**src/rtl/tmon_pkg.sv**
```systemverilog
package tmon_pkg;
  localparam int REG_W = 8;

  typedef enum logic [1:0] {
    PM_FULL     = 2'b00,
    PM_REDUCED  = 2'b01,
    PM_SHUTDOWN = 2'b10,
    PM_UNUSED   = 2'b11
  } pwr_mode_e;

  typedef enum logic [1:0] {
    SRC_EXTERNAL = 2'b00,
    SRC_TEMP     = 2'b01,
    SRC_BANDGAP  = 2'b10
  } chan_src_e;

  // strobes from control to datapath
  typedef struct packed {
    logic       loadCfg;
    logic       loadTest;
    logic       clearFlag;
    logic       statusArmed;
    logic [1:0] testVal;
    logic       selVal;
    logic       accVal;
    logic       senVal;
    logic       ieVal;
  } tmon_strobe_t;
endpackage

```
**src/rtl/tmon_ctrl.sv**
```systemverilog
module tmon_ctrl
  import tmon_pkg::*;
#(
  parameter int REG_WIDTH = REG_W
) (
  input  logic                 clk,
  input  logic                 rstN,
  input  logic                 wrEn,
  input  logic [REG_WIDTH-1:0] wrData,
  input  logic                 specialMode,
  input  logic [1:0]           powerMode,
  input  logic                 senCur,
  input  logic                 accCur,
  input  logic                 selCur,
  output tmon_strobe_t         strobe,
  output logic [1:0]           chanSrc
);
  localparam int BIT_SEL = 5;
  localparam int BIT_ACC = 4;
  localparam int BIT_SEN = 3;
  localparam int BIT_IE  = 1;
  localparam int BIT_FL  = 0;
  localparam int TEST_HI = REG_WIDTH - 1;
  localparam int TEST_LO = REG_WIDTH - 2;

  pwr_mode_e modeNow;
  assign modeNow = pwr_mode_e'(powerMode);

  always_comb begin
    strobe.loadCfg     = wrEn;
    strobe.loadTest    = wrEn && specialMode;
    strobe.clearFlag   = wrEn && wrData[BIT_FL];
    strobe.statusArmed = (modeNow == PM_FULL) && senCur;
    strobe.testVal     = wrData[TEST_HI:TEST_LO];
    strobe.selVal      = wrData[BIT_SEL];
    strobe.accVal      = wrData[BIT_ACC];
    strobe.senVal      = wrData[BIT_SEN];
    strobe.ieVal       = wrData[BIT_IE];
  end

  always_comb begin
    if (!accCur)     chanSrc = SRC_EXTERNAL;
    else if (selCur) chanSrc = SRC_BANDGAP;
    else             chanSrc = SRC_TEMP;
  end

  // never both internal sources at once
  p_src_onehot_r4: assert property (@(posedge clk) disable iff (!rstN)
    $onehot0(chanSrc));
  // external whenever access is off
  p_src_ext_r4: assert property (@(posedge clk) disable iff (!rstN)
    !accCur |-> chanSrc == 2'b00);
endmodule

```
**src/rtl/tmon_datapath.sv**
```systemverilog
module tmon_datapath
  import tmon_pkg::*;
#(
  parameter int REG_WIDTH = REG_W
) (
  input  logic                 clk,
  input  logic                 rstN,
  input  tmon_strobe_t         strobe,
  input  logic                 overAssert,
  input  logic                 belowDeassert,
  output logic [REG_WIDTH-1:0] regView,
  output logic                 senReg,
  output logic                 accReg,
  output logic                 selReg,
  output logic [1:0]           testReg,
  output logic                 irqOut
);
  logic statusReg, ieReg, flagReg;
  logic statusNext, statusChange;

  always_comb begin
    if (!strobe.statusArmed) statusNext = 1'b0;
    else if (overAssert)     statusNext = 1'b1;
    else if (belowDeassert)  statusNext = 1'b0;
    else                     statusNext = statusReg;
  end
  assign statusChange = statusNext != statusReg;

  always_ff @(posedge clk or negedge rstN) begin
    if (!rstN) begin
      statusReg <= 1'b0;
      flagReg   <= 1'b0;
    end else begin
      statusReg <= statusNext;
      if (statusChange)          flagReg <= 1'b1;
      else if (strobe.clearFlag) flagReg <= 1'b0;
    end
  end

  always_ff @(posedge clk or negedge rstN) begin
    if (!rstN) begin
      selReg <= 1'b0;
      accReg <= 1'b0;
      senReg <= 1'b0;
      ieReg  <= 1'b0;
    end else if (strobe.loadCfg) begin
      selReg <= strobe.selVal;
      accReg <= strobe.accVal;
      senReg <= strobe.senVal;
      ieReg  <= strobe.ieVal;
    end
  end

  always_ff @(posedge clk or negedge rstN) begin
    if (!rstN)                testReg <= 2'b00;
    else if (strobe.loadTest) testReg <= strobe.testVal;
  end

  assign regView = {testReg, selReg, accReg, senReg, statusReg, ieReg, flagReg};
  assign irqOut  = flagReg & ieReg;

  // status low when not armed
  p_status_low_r7: assert property (@(posedge clk) disable iff (!rstN)
    !strobe.statusArmed |=> !statusReg);
  // hysteresis hold
  p_status_hold_r6: assert property (@(posedge clk) disable iff (!rstN)
    (strobe.statusArmed && !overAssert && !belowDeassert) |=> $stable(statusReg));
  // assert sets
  p_status_set_r5: assert property (@(posedge clk) disable iff (!rstN)
    (strobe.statusArmed && overAssert) |=> statusReg);
  // any change leaves the flag set
  p_flag_on_change_r8: assert property (@(posedge clk) disable iff (!rstN)
    !$stable(statusReg) |-> flagReg);
  // clear without a change empties the flag
  p_flag_clear_r9: assert property (@(posedge clk) disable iff (!rstN)
    (strobe.clearFlag && !statusChange) |=> !flagReg);
  // test bits keep value without an unlocked write
  p_test_locked_r3: assert property (@(posedge clk) disable iff (!rstN)
    !strobe.loadTest |=> testReg == $past(testReg));
endmodule

```
**src/rtl/tmon_ctrl_reg.sv**
```systemverilog
module tmon_ctrl_reg
  import tmon_pkg::*;
(
  input  logic       clk,
  input  logic       rstN,
  input  logic       wrEn,
  input  logic [7:0] wrData,
  output logic [7:0] rdData,
  input  logic       specialMode,
  input  logic [1:0] powerMode,
  input  logic       overAssert,
  input  logic       belowDeassert,
  output logic       sensorEn,
  output logic [1:0] chanSrc,
  output logic [1:0] testBits,
  output logic       irq
);
  tmon_strobe_t strobe;
  logic senReg, accReg, selReg;

  tmon_ctrl #(.REG_WIDTH(REG_W)) uCtrl (
    .clk(clk), .rstN(rstN), .wrEn(wrEn), .wrData(wrData),
    .specialMode(specialMode), .powerMode(powerMode),
    .senCur(senReg), .accCur(accReg), .selCur(selReg),
    .strobe(strobe), .chanSrc(chanSrc)
  );

  tmon_datapath #(.REG_WIDTH(REG_W)) uData (
    .clk(clk), .rstN(rstN), .strobe(strobe),
    .overAssert(overAssert), .belowDeassert(belowDeassert),
    .regView(rdData), .senReg(senReg), .accReg(accReg), .selReg(selReg),
    .testReg(testBits), .irqOut(irq)
  );

  assign sensorEn = senReg;

  // a mode change alone never drops a pending flag
  p_flag_keep_r11: assert property (@(posedge clk) disable iff (!rstN)
    (rdData[0] && !(wrEn && wrData[0])) |=> rdData[0]);
endmodule

```
**config.mk**
```make
export PLATFORM = sky130hd
export DESIGN_NAME = tmon_ctrl_reg
export DESIGN_NICKNAME = d
export VERILOG_FILES = /design/src/rtl/tmon_pkg.sv /design/src/rtl/tmon_ctrl.sv /design/src/rtl/tmon_datapath.sv /design/src/rtl/tmon_ctrl_reg.sv
export SDC_FILE = /design/constraint.sdc
export NUM_CORES = 1
export LEC_CHECK = 0
export BUFFER_PORTS_ARGS = -buffer_cell sky130_fd_sc_hd__clkbuf_2
export CORE_AREA = 2 2 39 41
export CTS_BUF_LIST = sky130_fd_sc_hd__clkbuf_16
export CTS_CLUSTER_DIAMETER = 80
export DETAILED_ROUTE_END_ITERATION = 8
export DIE_AREA = 0 0 41 43
export PLACE_DENSITY_LB_ADDON = 0.2
export SKIP_LAST_GASP = 1
export SYNTH_ARGS = -nofsm -noshare
export SYNTH_HDL_FRONTEND = slang
export SYNTH_HIERARCHICAL = 1
export SYNTH_SLANG_ARGS = --single-unit
```
**constraint.sdc**
```tcl
create_clock -name clk -period 2.5 [get_ports clk]
set_clock_uncertainty 0.2 [all_clocks]
set_input_delay 0.125 -clock clk [delete_from_list [all_inputs] [get_ports clk]]
set_output_delay 0.125 -clock clk [all_outputs]
set_load 0.01 [all_outputs]
```
# Yosys cells after proc, flatten, opt, wreduce, memory -nomap -nowiden

Index checks and enable logic that the tools add are counted.

Flip-flop bits (word level): 8
Output and inout bits: 14
Word-level logic and storage cells: 21

Eq/ne operators: 1
Mux-type cells: 7
Bitwise gates (word level): 1
Reductions and logical operators: 5

Operator list:

| operator           | count |
|---|---|
| two-way mux 1 bit  | 5 |
| two-way mux 2 bit  | 2 |
| logical AND 1 bit  | 3 |
| logical NOT 2 bit  | 1 |
| nonzero test 2 bit | 1 |
| AND 1 bit          | 1 |
| != test 1 bit      | 1 |

# Longest topological paths before layout

Word-level depth: 5
Depth in mapped cells: 4
Mapped depth without buffers: 4

# Modules after synthesis

Netlist, hierarchy kept.

By module, submodules not included:

| module        | instances | cells an instance | area each (um2) | seq. area each (um2) |
|---|---|---|---|---|
| tmon_datapath | 1         | 31                | 375.4           | 200.2 |
| tmon_ctrl     | 1         | 12                | 90.1            | 0.0 |

# Least setup slack after synthesis

Ideal clock, no wire load.

Path kind: register -> register
From: register uData.senReg
To: register uData.flagReg
Library setup time: 126 ps
Arrival: 959 ps
Data required time: 2,174 ps
Slack: 1,215 ps
Stages on the path, launching flop included: 4
Buffers on the path: 0
Clock period less this slack: 1,285 ps
Cell sequence: dfrtp_1 nor3b_2 o21ai_1 a221o_1

RTL lines:

| element                | RTL line            | source |
|---|---|---|
| from (decl)            | tmon_datapath.sv:12 | `output logic senReg,` |
| from (signal assigned) | tmon_datapath.sv:49 | `senReg <= strobe.senVal;` |
| to (signal assigned)   | tmon_datapath.sv:32 | `flagReg <= 1'b0;` |
| to (signal assigned)   | tmon_datapath.sv:35 | `if (statusChange) flagReg <= 1'b1;` |
| to (signal assigned)   | tmon_datapath.sv:36 | `else if (strobe.clearFlag) flagReg <= 1'b0;` |
| to (decl)              | tmon_datapath.sv:18 | `logic statusReg, ieReg, flagReg;` |

# Worst setup path after layout

From: input overAssert
To: register uData.statusReg

Longest elaborated chain between the ends: 2

Ends and longest elaborated chain:

| element              | RTL line            | source |
|---|---|---|
| from (decl)          | tmon_ctrl_reg.sv:11 | `input logic overAssert,` |
| two-way mux 1 bit    | tmon_datapath.sv:23 | `else if (overAssert) statusNext = 1'b1;` |
| two-way mux 1 bit    | tmon_datapath.sv:22 | `if (!strobe.statusArmed) statusNext = 1'b0;` |
| net uData.statusNext | tmon_datapath.sv:19 | `logic statusNext, statusChange;` |
| to (signal assigned) | tmon_datapath.sv:34 | `statusReg <= statusNext;` |
| to (decl)            | tmon_datapath.sv:18 |  |

The timed path passes the listed nets, and every way through them passes these cells.
A chain may end at the register's enable or synchronous reset.

==> results.py <==
metrics = {
    "run_status": {
        "status": "finished clean",
    },
    "clocking": {
        "clk_pin_slew_ns": 0.03,
        "htreeDepth": 1,
        "insertion_delay_ns": 0.22,
        "clockBufferDepth": 2,
        "numCtsBuffers": 3,
        "cts_tree": "done",
        "root_buffer": "clkbuf_16",
        "cts_num_sinks": 8,
    },
    "timing": {
        "fin_crit_sh": 0.632,
        "hold_violations": 0,
        "fin_ws_ns": 0.919,
        "hold_ws_ns": 0.0527,
        "fmax_ghz": 0.633,
        "tightest_slew_ns": 0.200,
        "grt_setup_unrepaired": "false",
        "fin_setup_tns_ns": 0,
        "slew-limit-headroom": 0.867,
        "report.final.slew_viol_count": 0,
        "setup_viol": 0,
        "post-route-min-period_ns": 1.58,
    },
    "hold_path": {
        "holdPathStages": 2,
        "worstHoldPathType": "in2reg",
    },
    "route": {
        "drt_iter0_drc": 1,
        "ant_nets": 0,
        "drc_errors": 0,
        "via_per_inst": 4.17,
        "dr.pass1.iters": 2,
        "drt_wl_total_um": 735,
        "vias": 350,
        "post_drt_wl_per_cell_um": 8.75,
    },
    "yosys": {
        "seq_area_frac_synth": 0.430,
        "yosys.area.top_type": "dfrtp_1",
        "synth_warnings": 6,
        "synth_top_area_frac": 0.430,
        "avgSynthCellArea_um2": 10.8,
        "syn_area_um2": 465,
        "ys_ff_latch": 8,
        "synth_fp_nets": 59,
        "ys_types": 12,
        "ys_top_cells_by_area": "dfrtp_1 43%, buf_4 24%, mux2_2 15%",
        "syn-instance-count": 43,
    },
    "die": {
        "die_w_um": 41,
        "coreArea_um2": 1380,
        "io_pins": 30,
        "die_area_um2": 1760,
        "initial_core_util": 0.336,
        "die_y_um": 43,
        "num_rows": 14,
    },
    "setup_path": {
        "end_kind": "flip-flop",
        "cpMostUsedCell": "dlygate4sd3_1",
        "worstSetupStartpointType": "primary input",
        "worstPathMaxFanout": 3,
        "critPathRequiredTime_ns": 2.40,
        "critPathMaxStageDelay_ns": 0.54,
        "crit_type": "in2reg",
        "arrival_ns": 1.48,
        "path_cells": "dlygate4sd3_1 > clkbuf_2 > a21oi_1 > nor2b_1 > dlygate4sd3_1",
        "cp_slowest_cell": "dlygate4sd3_1",
        "reg2reg_depth": 3,
    },
    "grt": {
        "grtUsageTotal": 0.101,
        "antenna_found_initial": 0,
        "grt_max_degree": 9,
        "grt_pass1_wl_um": 1190,
        "overflow": 0,
        "grt_pass1_vias": 303,
    },
    "pwr": {
        "p_leak_nw": 0.351,
        "ir_drop_mv": 0.495,
        "powerDensity_nw_per_um2": 740,
    },
    "finish": {
        "insertedDiodeCount": 0,
        "n_fill_cell": 132,
        "drive_above_1_share": 0.559,
        "synthToLayoutAreaGrowth_pct": 45.7,
        "fin_nets": 86,
        "post-route-util": 0.490,
        "final_cell_mix": "28 x clkbuf_2, 9 x dlygate4sd3_1, 8 x dfrtp_1",
        "final_common_cell": "clkbuf_2",
    },
    "placement": {
        "place_congestion": 0.577,
        "place_ws_ns": 1.21,
        "port_buffers": 28,
    },
    "job": {
        "cap_violations": 0,
    },
}
==> registers in the layout, summed over array words and instances (netlist names) <==
| name | cells |
|---|---|
| uData/testReg | 2 |
| uData/statusReg | 1 |
| uData/selReg | 1 |
| uData/flagReg | 1 |
| uData/ieReg | 1 |
| uData/senReg | 1 |
| uData/accReg | 1 |
==> final timing paths <==
path | from | to | slack [ns]
hold reg to reg | uData/testReg[0]$_DFFE_PN0P_ | uData/testReg[0]$_DFFE_PN0P_ | 0.33
hold / removal | wrEn | uData/ieReg$_DFFE_PN0P_ | 0.05
setup / recovery | overAssert | uData/statusReg$_DFF_PN0_ | 0.92
max in group asynchronous | rstN | uData/flagReg$_DFFE_PN0P_ | 1.85
min in group asynchronous | rstN | uData/selReg$_DFFE_PN0P_ | 0.08
setup reg to reg | uData/senReg$_DFFE_PN0P_ | uData/statusReg$_DFF_PN0_ | 0.95
==> report_power, final <==
group / total, W / switching (W) / internal (W) / leakage (nW)
clock network: 0.000257 / 0.0000520 / 0.000205 / 0.0370
registers: 0.000156 / 0.0000113 / 0.000145 / 0.0965
logic: 0.0000879 / 0.0000372 / 0.0000507 / 0.218
total: 0.000502 / 0.000101 / 0.000401 / 0.351
==> metal layers <==
metal | GRT usage | share of wire | wire length (um) | vias to the layer above
met4 | 0.0400 | 0 | 0 | 0
li1 | - | - | - | 177
met3 | 0.0471 | 0.093 | 68 | 0
met2 | 0.144 | 0.47 | 345 | 19
met5 | 0 | 0 | 0 | -
met1 | 0.129 | 0.44 | 321 | 154
==> kinds of logic after synthesis <==
logic type             after synthesis  share of synthesized area
and+or+nand+nor                      9                      0.124
muxes                                6                      0.145
buffers and inverters               17                      0.258
AOI/OAI and AO/OA                    3                     0.0430
DFF                                  8                      0.430
==> cell type report <==
type / count / area, um^2 / share of cell area
tap: 16 / 20.0 / 0.0295
clock buffer: 3 / 75.1 / 0.111
timing repair buffer: 37 / 230 / 0.339
multi-input combinational: 18 / 145 / 0.214
inverter: 2 / 7.51 / 0.0111
sequential: 8 / 200 / 0.295
==> synth_stat cells <==
cell type / number
mux2_2: 6
o21ai_1: 1
nor2_1: 1
nor3b_2: 1
nor2b_1: 2
and2_1: 4
a21oi_1: 1
buf_4: 15
nand2_1: 1
a221o_1: 1
inv_1: 2
dfrtp_1: 8
==> critical path, delay by kind of cell <==
family / cells / cell delay, ns
buffers and inverters: 3 / 1.19
AOI/OAI and AO/OA: 1 / 0.12
and+or+nand+nor: 1 / 0.05
==> through the flow <==
step           cell area, um^2  instances  total power (W)
2_1_floorplan              465         43         0.000222
3_3_place_gp               513         72         0.000237
3_5_place_dp               513         72         0.000238
4_1_cts                    678         84         0.000511
5_1_grt                    678         84         0.000533
6_report                   678         84         0.000502
==> what timing repair did <==
item	CTS	global route
hold buffers	9	0
buffers inserted	0	0
resized for setup	0	0
endpoints found under the hold margin	15	0
(Power assumes the default switching activity.)
